--- src/rtl/sfr_pkg.sv ---
package sfr_pkg;

    typedef enum logic [2:0] {
        ST_IDLE,
        ST_OPCODE,
        ST_ADDR,
        ST_DUMMY,
        ST_DATA
    } rd_state_e;

    typedef enum logic [1:0] {
        LN_X1 = 2'd0,
        LN_X2 = 2'd1,
        LN_X4 = 2'd2
    } lanes_e;

    // log2 of the number of lines in use
    function automatic int unsigned lane_shift(lanes_e l);
        unique case (l)
            LN_X2:   return 1;
            LN_X4:   return 2;
            default: return 0;
        endcase
    endfunction

endpackage

--- src/rtl/sfr_mode_decode.sv ---
module sfr_mode_decode
    import sfr_pkg::*;
#(
    parameter int ADDR_W = 32,
    parameter int DUMMY_CLKS = 8,
    localparam int CW = $clog2(ADDR_W + 1)
) (
    input  logic [7:0]    mode_reg,
    input  logic          fast_rd,
    input  logic [7:0]    op_slot3,
    input  logic [7:0]    op_slot4,
    output lanes_e        addr_ln,
    output lanes_e        data_ln,
    output logic          wide_addr,
    output logic          use_dummy,
    output logic [7:0]    opcode,
    output logic [CW-1:0] addr_last,
    output logic [CW-1:0] data_last,
    output logic [CW-1:0] dummy_last
);
    localparam int NARROW_W = ADDR_W - 8;

    always_comb begin
        if (mode_reg[3])      addr_ln = LN_X4;
        else if (mode_reg[1]) addr_ln = LN_X2;
        else                  addr_ln = LN_X1;

        if (mode_reg[2])      data_ln = LN_X4;
        else if (mode_reg[0]) data_ln = LN_X2;
        else                  data_ln = LN_X1;

        wide_addr  = mode_reg[4];
        use_dummy  = fast_rd | (|mode_reg[3:0]);
        opcode     = mode_reg[2] ? op_slot4 : op_slot3;
        addr_last  = CW'((wide_addr ? ADDR_W : NARROW_W) >> lane_shift(addr_ln)) - CW'(1);
        data_last  = CW'(8 >> lane_shift(data_ln)) - CW'(1);
        dummy_last = CW'(DUMMY_CLKS - 1);
    end

endmodule

--- src/rtl/sfr_lane_shifter.sv ---
module sfr_lane_shifter
    import sfr_pkg::*;
#(
    parameter int SR_W = 32
) (
    input  logic            clk,
    input  logic            rst_n,
    input  logic            load,
    input  logic [SR_W-1:0] load_val,
    input  logic            tx_shift,
    input  lanes_e          tx_ln,
    input  logic            rx_shift,
    input  lanes_e          rx_ln,
    input  logic [3:0]      io_in,
    output logic [3:0]      tx_bits,
    output logic [7:0]      rx_byte
);
    logic [SR_W-1:0] tx_q;
    logic [7:0]      rx_q;

    always_ff @(posedge clk or negedge rst_n) begin
        if (!rst_n) begin
            tx_q <= '0;
            rx_q <= '0;
        end else begin
            if (load) begin
                tx_q <= load_val;
                rx_q <= '0;
            end else begin
                if (tx_shift) begin
                    unique case (tx_ln)
                        LN_X2:   tx_q <= {tx_q[SR_W-3:0], 2'b00};
                        LN_X4:   tx_q <= {tx_q[SR_W-5:0], 4'b0000};
                        default: tx_q <= {tx_q[SR_W-2:0], 1'b0};
                    endcase
                end
                if (rx_shift) begin
                    unique case (rx_ln)
                        LN_X2:   rx_q <= {rx_q[5:0], io_in[1:0]};
                        LN_X4:   rx_q <= {rx_q[3:0], io_in};
                        default: rx_q <= {rx_q[6:0], io_in[1]};
                    endcase
                end
            end
        end
    end

    always_comb begin
        unique case (tx_ln)
            LN_X2:   tx_bits = {2'b00, tx_q[SR_W-1 -: 2]};
            LN_X4:   tx_bits = tx_q[SR_W-1 -: 4];
            default: tx_bits = {3'b000, tx_q[SR_W-1]};
        endcase
    end

    assign rx_byte = rx_q;

endmodule

--- src/rtl/spi_byte_reader.sv ---
module spi_byte_reader
    import sfr_pkg::*;
#(
    parameter int ADDR_W = 32,
    parameter int DUMMY_CLKS = 8,
    parameter logic [7:0] START_CODE = 8'h81
) (
    input  logic              clk,
    input  logic              rst_n,
    input  logic [7:0]        mode_reg,
    input  logic              fast_rd,
    input  logic [7:0]        op_slot3,
    input  logic [7:0]        op_slot4,
    input  logic              addr_wr,
    input  logic [ADDR_W-1:0] addr_wdata,
    input  logic              cmd_wr,
    input  logic [7:0]        cmd_code,
    output logic              busy,
    output logic [7:0]        rd_data,
    output logic [ADDR_W-1:0] cur_addr,
    output logic              spi_sck,
    output logic              spi_cs_n,
    output logic [3:0]        spi_io_out,
    output logic [3:0]        spi_io_oe,
    input  logic [3:0]        spi_io_in
);
    localparam int CW = $clog2(ADDR_W + 1);

    // decoded configuration (live inputs and snapshot)
    lanes_e          dec_addr_ln, dec_data_ln;
    logic            dec_wide, dec_dummy;
    logic [7:0]      dec_opcode;
    logic [CW-1:0]   dec_addr_last, dec_data_last, dec_dummy_last;

    lanes_e          cfg_addr_ln, cfg_data_ln;
    logic            cfg_wide, cfg_dummy;
    logic [CW-1:0]   cfg_addr_last, cfg_data_last, cfg_dummy_last;

    rd_state_e       state_q, state_d;
    logic            ph_q;
    logic [CW-1:0]   cnt_q, cnt_d;
    logic [ADDR_W-1:0] addr_q;
    logic [7:0]      data_q;

    logic            start, beat_end, last_beat;
    logic            sh_load, sh_tx, sh_rx;
    logic [ADDR_W-1:0] sh_val;
    lanes_e          tx_ln;
    logic [3:0]      tx_bits;
    logic [7:0]      rx_byte;

    sfr_mode_decode #(.ADDR_W(ADDR_W), .DUMMY_CLKS(DUMMY_CLKS)) u_dec (
        .mode_reg   (mode_reg),
        .fast_rd    (fast_rd),
        .op_slot3   (op_slot3),
        .op_slot4   (op_slot4),
        .addr_ln    (dec_addr_ln),
        .data_ln    (dec_data_ln),
        .wide_addr  (dec_wide),
        .use_dummy  (dec_dummy),
        .opcode     (dec_opcode),
        .addr_last  (dec_addr_last),
        .data_last  (dec_data_last),
        .dummy_last (dec_dummy_last)
    );

    assign start     = (state_q == ST_IDLE) && cmd_wr && (cmd_code == START_CODE);
    assign beat_end  = (state_q != ST_IDLE) && ph_q;   // sck high -> falling next
    assign last_beat = beat_end && (cnt_q == '0);

    // next-state process
    always_comb begin
        state_d = state_q;
        cnt_d   = cnt_q;
        unique case (state_q)
            ST_IDLE: begin
                if (start) begin
                    state_d = ST_OPCODE;
                    cnt_d   = CW'(7);
                end
            end
            ST_OPCODE: begin
                if (last_beat) begin
                    state_d = ST_ADDR;
                    cnt_d   = cfg_addr_last;
                end else if (beat_end) cnt_d = cnt_q - CW'(1);
            end
            ST_ADDR: begin
                if (last_beat) begin
                    state_d = cfg_dummy ? ST_DUMMY : ST_DATA;
                    cnt_d   = cfg_dummy ? cfg_dummy_last : cfg_data_last;
                end else if (beat_end) cnt_d = cnt_q - CW'(1);
            end
            ST_DUMMY: begin
                if (last_beat) begin
                    state_d = ST_DATA;
                    cnt_d   = cfg_data_last;
                end else if (beat_end) cnt_d = cnt_q - CW'(1);
            end
            ST_DATA: begin
                if (last_beat) state_d = ST_IDLE;
                else if (beat_end) cnt_d = cnt_q - CW'(1);
            end
            default: state_d = ST_IDLE;
        endcase
    end

    // state register process
    always_ff @(posedge clk or negedge rst_n) begin
        if (!rst_n) begin
            state_q        <= ST_IDLE;
            ph_q           <= 1'b0;
            cnt_q          <= '0;
            addr_q         <= '0;
            data_q         <= '0;
            cfg_addr_ln    <= LN_X1;
            cfg_data_ln    <= LN_X1;
            cfg_wide       <= 1'b0;
            cfg_dummy      <= 1'b0;
            cfg_addr_last  <= '0;
            cfg_data_last  <= '0;
            cfg_dummy_last <= '0;
        end else begin
            state_q <= state_d;
            cnt_q   <= cnt_d;
            ph_q    <= (state_q == ST_IDLE) ? 1'b0 : ~ph_q;
            if (start) begin
                cfg_addr_ln    <= dec_addr_ln;
                cfg_data_ln    <= dec_data_ln;
                cfg_wide       <= dec_wide;
                cfg_dummy      <= dec_dummy;
                cfg_addr_last  <= dec_addr_last;
                cfg_data_last  <= dec_data_last;
                cfg_dummy_last <= dec_dummy_last;
            end
            if ((state_q == ST_IDLE) && addr_wr) addr_q <= addr_wdata;
            if ((state_q == ST_DATA) && last_beat) begin
                data_q <= rx_byte;
                addr_q <= addr_q + ADDR_W'(1);
            end
        end
    end

    // shifter control
    assign sh_load = start || ((state_q == ST_OPCODE) && last_beat);
    assign sh_val  = start ? {dec_opcode, {(ADDR_W-8){1'b0}}}
                           : (cfg_wide ? addr_q : {addr_q[ADDR_W-9:0], 8'h00});
    assign sh_tx   = beat_end && ((state_q == ST_OPCODE) || (state_q == ST_ADDR));
    assign sh_rx   = (state_q == ST_DATA) && !ph_q;
    assign tx_ln   = (state_q == ST_ADDR) ? cfg_addr_ln : LN_X1;

    sfr_lane_shifter #(.SR_W(ADDR_W)) u_shf (
        .clk      (clk),
        .rst_n    (rst_n),
        .load     (sh_load),
        .load_val (sh_val),
        .tx_shift (sh_tx),
        .tx_ln    (tx_ln),
        .rx_shift (sh_rx),
        .rx_ln    (cfg_data_ln),
        .io_in    (spi_io_in),
        .tx_bits  (tx_bits),
        .rx_byte  (rx_byte)
    );

    // output process
    always_comb begin
        busy       = (state_q != ST_IDLE);
        spi_cs_n   = (state_q == ST_IDLE);
        spi_sck    = ph_q && (state_q != ST_IDLE);
        spi_io_out = 4'b0000;
        spi_io_oe  = 4'b0000;
        unique case (state_q)
            ST_OPCODE: begin
                spi_io_out = tx_bits;
                spi_io_oe  = 4'b0001;
            end
            ST_ADDR: begin
                spi_io_out = tx_bits;
                unique case (cfg_addr_ln)
                    LN_X2:   spi_io_oe = 4'b0011;
                    LN_X4:   spi_io_oe = 4'b1111;
                    default: spi_io_oe = 4'b0001;
                endcase
            end
            default: ;
        endcase
        rd_data  = data_q;
        cur_addr = addr_q;
    end

    // ---------------- assertions ----------------
    assert_ignore_cmd_R2: assert property (@(posedge clk) disable iff (!rst_n)
        (!busy && !(cmd_wr && cmd_code == START_CODE)) |=> !busy);

    assert_lane_count_R5: assert property (@(posedge clk) disable iff (!rst_n)
        ($countones(spi_io_oe) != 3));

    assert_no_drive_R6: assert property (@(posedge clk) disable iff (!rst_n)
        ((state_q == ST_DUMMY) || (state_q == ST_DATA)) |-> (spi_io_oe == 4'b0000));

    assert_addr_step_R8: assert property (@(posedge clk) disable iff (!rst_n)
        $fell(busy) |-> (cur_addr == $past(cur_addr) + ADDR_W'(1)));

    assert_data_hold_R8: assert property (@(posedge clk) disable iff (!rst_n)
        (!busy && $past(!busy)) |-> $stable(rd_data));

    assert_addr_hold_R9: assert property (@(posedge clk) disable iff (!rst_n)
        (busy && $past(busy)) |-> $stable(cur_addr));

    assert_sck_toggle_R10: assert property (@(posedge clk) disable iff (!rst_n)
        (busy && $past(busy)) |-> (spi_sck != $past(spi_sck)));

    assert_cs_quiet_R10: assert property (@(posedge clk) disable iff (!rst_n)
        spi_cs_n |-> (!spi_sck && spi_io_oe == 4'b0000));

endmodule

--- config.mk ---
export PLATFORM = sky130hd
export DESIGN_NAME = spi_byte_reader
export DESIGN_NICKNAME = d
export VERILOG_FILES = /design/src/rtl/sfr_pkg.sv /design/src/rtl/sfr_mode_decode.sv /design/src/rtl/sfr_lane_shifter.sv /design/src/rtl/spi_byte_reader.sv
export SDC_FILE = /design/constraint.sdc
export NUM_CORES = 1
export LEC_CHECK = 0
export ABC_AREA = 1
export BUFFER_PORTS_ARGS = -buffer_cell sky130_fd_sc_hd__buf_2
export CAP_MARGIN = 0
export CORE_AREA = 2 2 126 128
export CTS_BUF_LIST = sky130_fd_sc_hd__clkbuf_4 sky130_fd_sc_hd__clkbuf_8
export CTS_CLUSTER_DIAMETER = 150
export DETAILED_ROUTE_END_ITERATION = 16
export DIE_AREA = 0 0 128 130
export GPL_TIMING_DRIVEN = 1
export PLACE_DENSITY_LB_ADDON = 0.08
export SYNTH_ARGS = -nofsm -noshare
export SYNTH_HDL_FRONTEND = slang
export SYNTH_HIERARCHICAL = 1
export SYNTH_SLANG_ARGS = --single-unit
--- constraint.sdc ---
create_clock -name clk -period 4.3 [get_ports clk]
set_clock_uncertainty 0.15 [all_clocks]
set_input_delay 0.86 -clock clk [delete_from_list [all_inputs] [get_ports clk]]
set_output_delay 0.86 -clock clk [all_outputs]
set_load 0.02 [all_outputs]
==> flow_summary.yaml, run 1 <==
timing:
  drv_slew: 0
  slew_headroom: 0.433
  finalHoldViolations: 0
  tns_ns: 0
  finalCritPeriodShare: 0.860
  finalCriticalPeriod_ns: 3.70
  rsz0062_at_grt: "no"
  max_freq_ghz: 0.270
  tightest_slew_ns: 0.850
  setup_viol_count_final: 0
floorplanning:
  chipHeight_um: 130
  num_io_pins: 124
  die-area_mm2: 0.0166
  initial_utilization: 0.537
  die_w_um: 128
  fp-row-count: 46
  core-area_mm2: 0.0154
worst_setup_path:
  worst-endpoint-required_ns: 3.29
  cpMaxStageDelayCell: "dfrtp_1"
  arrival_ns: 2.69
  end_kind: "output port"
  critPathKind: "register to output port"
  crit_chain: "inv_1 -> nor2_4 -> nand2_2 -> nor2_1 -> inv_1 -> ha_1 -> nor2_1 -> a22o_1 -> inv_1 -> nor2_1 -> buf_2"
  cp_max_fo: 10
  slowest_delay_ns: 0.43
  startpoint_type: "register"
power:
  p_seq_frac: 0.319
  finalPower_uw: 5940
  p_clk_frac: 0.187
  netSwitchingFraction: 0.509
  ir_drop_mv: 0.330
  p_comb_frac: 0.494
  p_per_area_mw_per_mm2: 642
  leakage_uw: 0.00496
  p_int_uw: 2920
  p_sw_uw: 3020
logic_synthesis:
  ys_seq_area_frac: 0.344
  synth.yosys.warnings: 6
  synth_edf_count: 0
  avgSynthCellArea_um2: 6.34
  yosysTopAreaCell: "dfrtp_1"
  ys_seq_elements: 114
  syn_inst: 1307
  ys_types: 35
  synthArstFlopShare: 1.00
  yosys_most_used_dff: "dfrtp_1"
  yosys-top-cells-count: "nand2_1 (498), nor2_1 (177), nand3_1 (153)"
  syn_area_mm2: 0.00829
  netlist.area_leader.share: 0.344
  yosysMostFrequentCell: "nand2_1"
  synth_area_leaders: "dfrtp_1 (34%), nand2_1 (23%), nand3_1 (9.2%)"
cts:
  cts_tree: "yes"
  cts.path.max_buffers: 2
  clock-sinks: 114
  cts_made_buffers: 17
  cts_root_buffer: "clkbuf_8"
  cts_hold_buf: 0
  h-tree-depth: 4
  ctsResizeCount: 0
  clkTransAtPathRegs_ns: 0.09
  cts_setup_buffers: 0
  clkLatencyLatePin_ns: 0.47
global_routing:
  grt_max_degree: 63
  grt_pass1_vias: 7555
  gr-total-overflow: 0
  antenna_found_initial: 0
  grtUsageTotal: 0.282
  grt_pass1_wl_mm: 37.0
routing:
  wl_per_cell_um: 14.2
  dr.pass1.iters: 5
  drc: 0
  ant_nets: 0
  vias_per_cell: 5.28
  drtIter0Drc: 696
  drt-total-wl_mm: 22.7
  via_count: 8449
final_layout:
  layout.cells.non_filler: 1600
  layout.nets: 1478
  area_delta_synth_final_pct: 11.5
  final_layout_size_suffix_gt1_frac: 0.141
  n_antenna_cell: 0
placement:
  portBuffers: 120
  gp_congestion: 0.909
  placed_cells: 1568
  dpl.hpwl_mm: 16.1
hold_path:
  worst_hold_path_type: "input pin to async pin"
job:
  cap_violations: 0
run_status:
  status: "completed"
-- per-stage QoR --
stage	hold WS, ns	setup slack [ns]	area, um2	util
3_5_place_dp	0.308	1.10	8810	0.571
5_1_grt	0.352	0.366	9240	0.599
4_1_cts	0.334	0.581	9240	0.599
3_3_place_gp	0.310	1.13	8810	0.571
6_report	0.326	0.601	9240	0.599
2_1_floorplan	0.292	1.29	8320	-
-- critical path, delay by kind of cell, from the launching register on --
family          cells  cell delay, ns
compound gates      1            0.18
fa+ha+maj           1            0.34
buf+inv             4            0.38
flops               1            0.43
simple gates        5            0.92
-- registers in the layout, summed over array words and instances, names as in the netlist, 2 cells and up --
register	flops
cfg_addr_last	6
cfg_addr_ln	2
cfg_data_last	6
cfg_data_ln	2
cfg_dummy_last	6
cnt_q	6
cur_addr	32
rd_data	8
state_q	3
u_shf/rx_byte	8
u_shf/tx_q	32
-- power groups by stage --
stage,clock network (uW),registers [uW],logic [uW]
floorplan,0,1910,2210
global placement,0,1900,2890
detailed placement,0,1890,2920
CTS,1120,1880,2920
global route,1170,1940,3310
finish,1110,1890,2930
-- area by class of cell --
class / instances / area (um2)
Fill cell: 1614 / 6180
Multi-Input combinational cell: 1031 / 4630
Sequential cell: 114 / 2850
Timing Repair Buffer: 130 / 703
Inverter: 101 / 382
Clock buffer: 20 / 275
Tap cell: 192 / 240
Clock inverter: 12 / 156
-- per-layer routing --
layer  vias up  wire [um]  track usage
met2       296      10400        0.451
met1      3807      10200        0.383
met4         0        681        0.122
met3        51       1380       0.0443
met5         -          0            0
li1       4295          -            -
-- logic make-up after synthesis --
family	Yosys count	synth area share
xor+xnor	13	0.0137
fa+ha+maj	10	0.0151
buf+inv	170	0.102
simple gates	870	0.440
other cells	2	0.000906
flops	114	0.344
compound gates	128	0.0838
-- path summary, 6_finish.rpt --
kind / start / end / slack (ns) / depth (start not counted)
min: rst_n / cur_addr[13] / 0.33 / 1
max reg2reg: state_q[1] / u_shf/tx_q[19] / 1.25 / 12
min in group clk: rd_data[4] / rd_data[4] / 0.33 / 2
max: state_q[1] / spi_io_out[1] / 0.60 / 11
max in group asynchronous: rst_n / rd_data[5] / 2.87 / 2
min reg2reg: rd_data[4] / rd_data[4] / 0.33 / 2
-- layout by cell type (no fill, tap or decap), drive strengths merged --
| cell | n |
|---|---|
| buf | 130 |
| nand4 | 7 |
| a22o | 2 |
| nand2 | 507 |
| bufinv | 3 |
| ha | 10 |
| clkbuf | 20 |
| a21oi | 47 |
| a22oi | 4 |
| clkinvlp | 7 |
| nor2 | 188 |
| inv | 100 |
| o21ai | 65 |
| o211ai | 10 |
| dfrtp | 114 |
| or2 | 5 |
| xnor2 | 2 |
| conb | 10 |
| xor2 | 11 |
| nor3 | 4 |
| clkinv | 3 |
| nand3 | 154 |
| nand3b | 5 |
(Power assumes the default switching activity.)
==> inputs of run 2 (changes only) <==
Settings changed: CORE_AREA 2 2 126 128 to 2 2 177 92, DIE_AREA 0 0 128 130 to 0 0 179 94.
==> run 2 against run 1 <==
Compared with the run above:
- utilization up 0.87 points
- sequential power about the same
- maximum frequency down 9.9%
- count of clock-buffer cells in the layout up 3
- non-clock buffer count down 2
- design area down 0.19%
- global-route usage up 1.4 points
- first-iteration DRC count up 13%
- combinational power up 2%
- clock power about the same
- largest cell class unchanged
- largest power group unchanged
- highest routed layer unchanged
==> flow_summary.yaml, run 2 (synthesized netlist as in run 1, its figures left out) <==
hold_path:
  holdCritStartpoint: "u_shf/rx_byte[7]"
  whs_path_depth: 2
  worst_hold_path_type: "register to register"
  min_to: "rd_data[7]"
final_layout:
  final_cell_mix: "nand2_1 (498), nor2_1 (177), nand3_1 (153)"
  layout.nets: 1476
  nFillCells: 1448
  final_common_cell: "nand2_1"
  layout.cells.non_filler: 1610
  fin_util: 0.608
  regArea_mm2: 0.00285
  n_antenna_cell: 0
  area_delta_synth_final_pct: 11.3
  final_layout_size_suffix_gt1_frac: 0.139
  multiInputGateArea_mm2: 0.00463
cts:
  clkLatencyLatePin_ns: 0.45
  cts_root_buffer: "clkbuf_8"
  clock-sinks: 114
  ctsResizeCount: 0
  cts_made_buffers: 17
  cts_setup_buffers: 0
  cts_tree: "yes"
  cts.path.max_buffers: 2
  clkTransAtPathRegs_ns: 0.08
  h-tree-depth: 4
  cts_hold_buf: 0
power:
  p_int_uw: 2920
  netSwitchingFraction: 0.512
  leakage_uw: 0.00497
  ir_drop_mv: 0.362
  finalPower_uw: 5980
  p_clk_frac: 0.186
  p_sw_uw: 3060
  p_comb_frac: 0.498
  p_seq_frac: 0.316
  p_per_area_mw_per_mm2: 649
placement:
  placed_cells: 1578
  gp_congestion: 0.985
  dpl.hpwl_mm: 16.8
  portBuffers: 120
job:
  cap_violations: 0
routing:
  drc: 0
  dr.pass1.iters: 5
  drtIter0Drc: 786
  ant_nets: 0
  drt-total-wl_mm: 24.2
  wl_per_cell_um: 15.1
  vias_per_cell: 5.42
  via_count: 8723
worst_setup_path:
  critPathKind: "register to output port"
  worst-endpoint-required_ns: 3.29
  end_kind: "output port"
  cpMaxStageDelayCell: "ha_1"
  crit_chain: "inv_1 -> nor2_4 -> nand2_2 -> nor2_1 -> inv_1 -> ha_1 -> nor2_1 -> a22o_1 -> inv_1 -> nor2_1 -> buf_2"
  crit_family: "simple AND/OR/NAND/NOR gates"
  cp_num_buf_inv: 4
  r2r_start: "state_q[1]"
  arrival_ns: 3.09
  reg2reg_to: "u_shf/tx_q[11]"
  slowest_delay_ns: 0.44
  cp_max_fo: 10
  rrSetupSlack_ns: 1.11
  r2r_cells: 11
  startpoint_type: "register"
floorplanning:
  die_w_um: 179
  num_io_pins: 124
  fp-row-count: 32
  core-area_mm2: 0.0152
  die-area_mm2: 0.0168
  chipHeight_um: 94
  initial_utilization: 0.546
timing:
  finalHoldViolations: 0
  setup_viol_count_final: 0
  drv_slew: 0
  finalCriticalPeriod_ns: 4.10
  tns_ns: 0
  whs_ns: 0.326
  tightest_slew_ns: 1.24
  max_freq_ghz: 0.244
  rsz0062_at_grt: "no"
  slew_headroom: 0.174
  finalCritPeriodShare: 0.955
global_routing:
  grtUsageTotal: 0.296
  grt_pass1_vias: 7958
  antenna_found_initial: 0
  grt_pass1_wl_mm: 39.1
  gr-total-overflow: 0
  grt_max_degree: 115
run_status:
  status: "completed"
run 2: cell types whose count changed in the layout (fill, tap and decap cells not counted):
| cell | delta |
|---|---|
| buf_12 | -1 |
| buf_4 | -1 |
| clkbuf_4 | +3 |
| clkinv_2 | +2 |
| clkinvlp_4 | -5 |
run 2: power groups by stage:
stage | Sequential, uW | Combinational (uW) | Clock [uW]
after floorplan | 1910 | 2210 | 0
final | 1890 | 2980 | 1110
after global routing | 1930 | 3310 | 1180
after global placement | 1880 | 2870 | 0
after CTS | 1870 | 2940 | 1130
after detailed placement | 1890 | 2930 | 0
run 2: cell type report:
class / count / area share
tap: 204 / 0.0277
clock inverter: 9 / 0.0140
multi-input combinational: 1031 / 0.502
inverter: 101 / 0.0414
timing repair buffer: 128 / 0.0733
sequential: 114 / 0.309
clock buffer: 23 / 0.0323
run 2: worst max path at each step:
stage | start | to | slack [ns] | depth (start not counted)
after floorplan | state_q[1] | spi_io_out[1] | 1.29 | 11
after global placement | state_q[1] | spi_io_out[1] | 0.81 | 11
after detailed placement | state_q[1] | spi_io_out[1] | 0.72 | 11
after CTS | state_q[1] | spi_io_out[1] | 0.23 | 11
after global routing | state_q[1] | spi_io_out[0] | 0.03 | 12
final | state_q[1] | spi_io_out[1] | 0.20 | 11
run 2: metrics by stage:
stage / setup slack (ns) / area [um2]
after detailed placement: 0.723 / 8800
after floorplan: 1.29 / 8320
after global placement: 0.809 / 8800
after CTS: 0.232 / 9220
after global routing: 0.0282 / 9220
final: 0.195 / 9220
run 2: worst min-delay path, cell delays in order (launching register included):
cell,delay [ns]
dfrtp_1,0.35
nand2_1,0.06
nand2_1,0.05
run 2: routing by layer:
layer	wire [um]	GRT usage
met1	10800	0.398
met2	11600	0.505
met3	1490	0.0469
met4	333	0.0678
met5	0	0
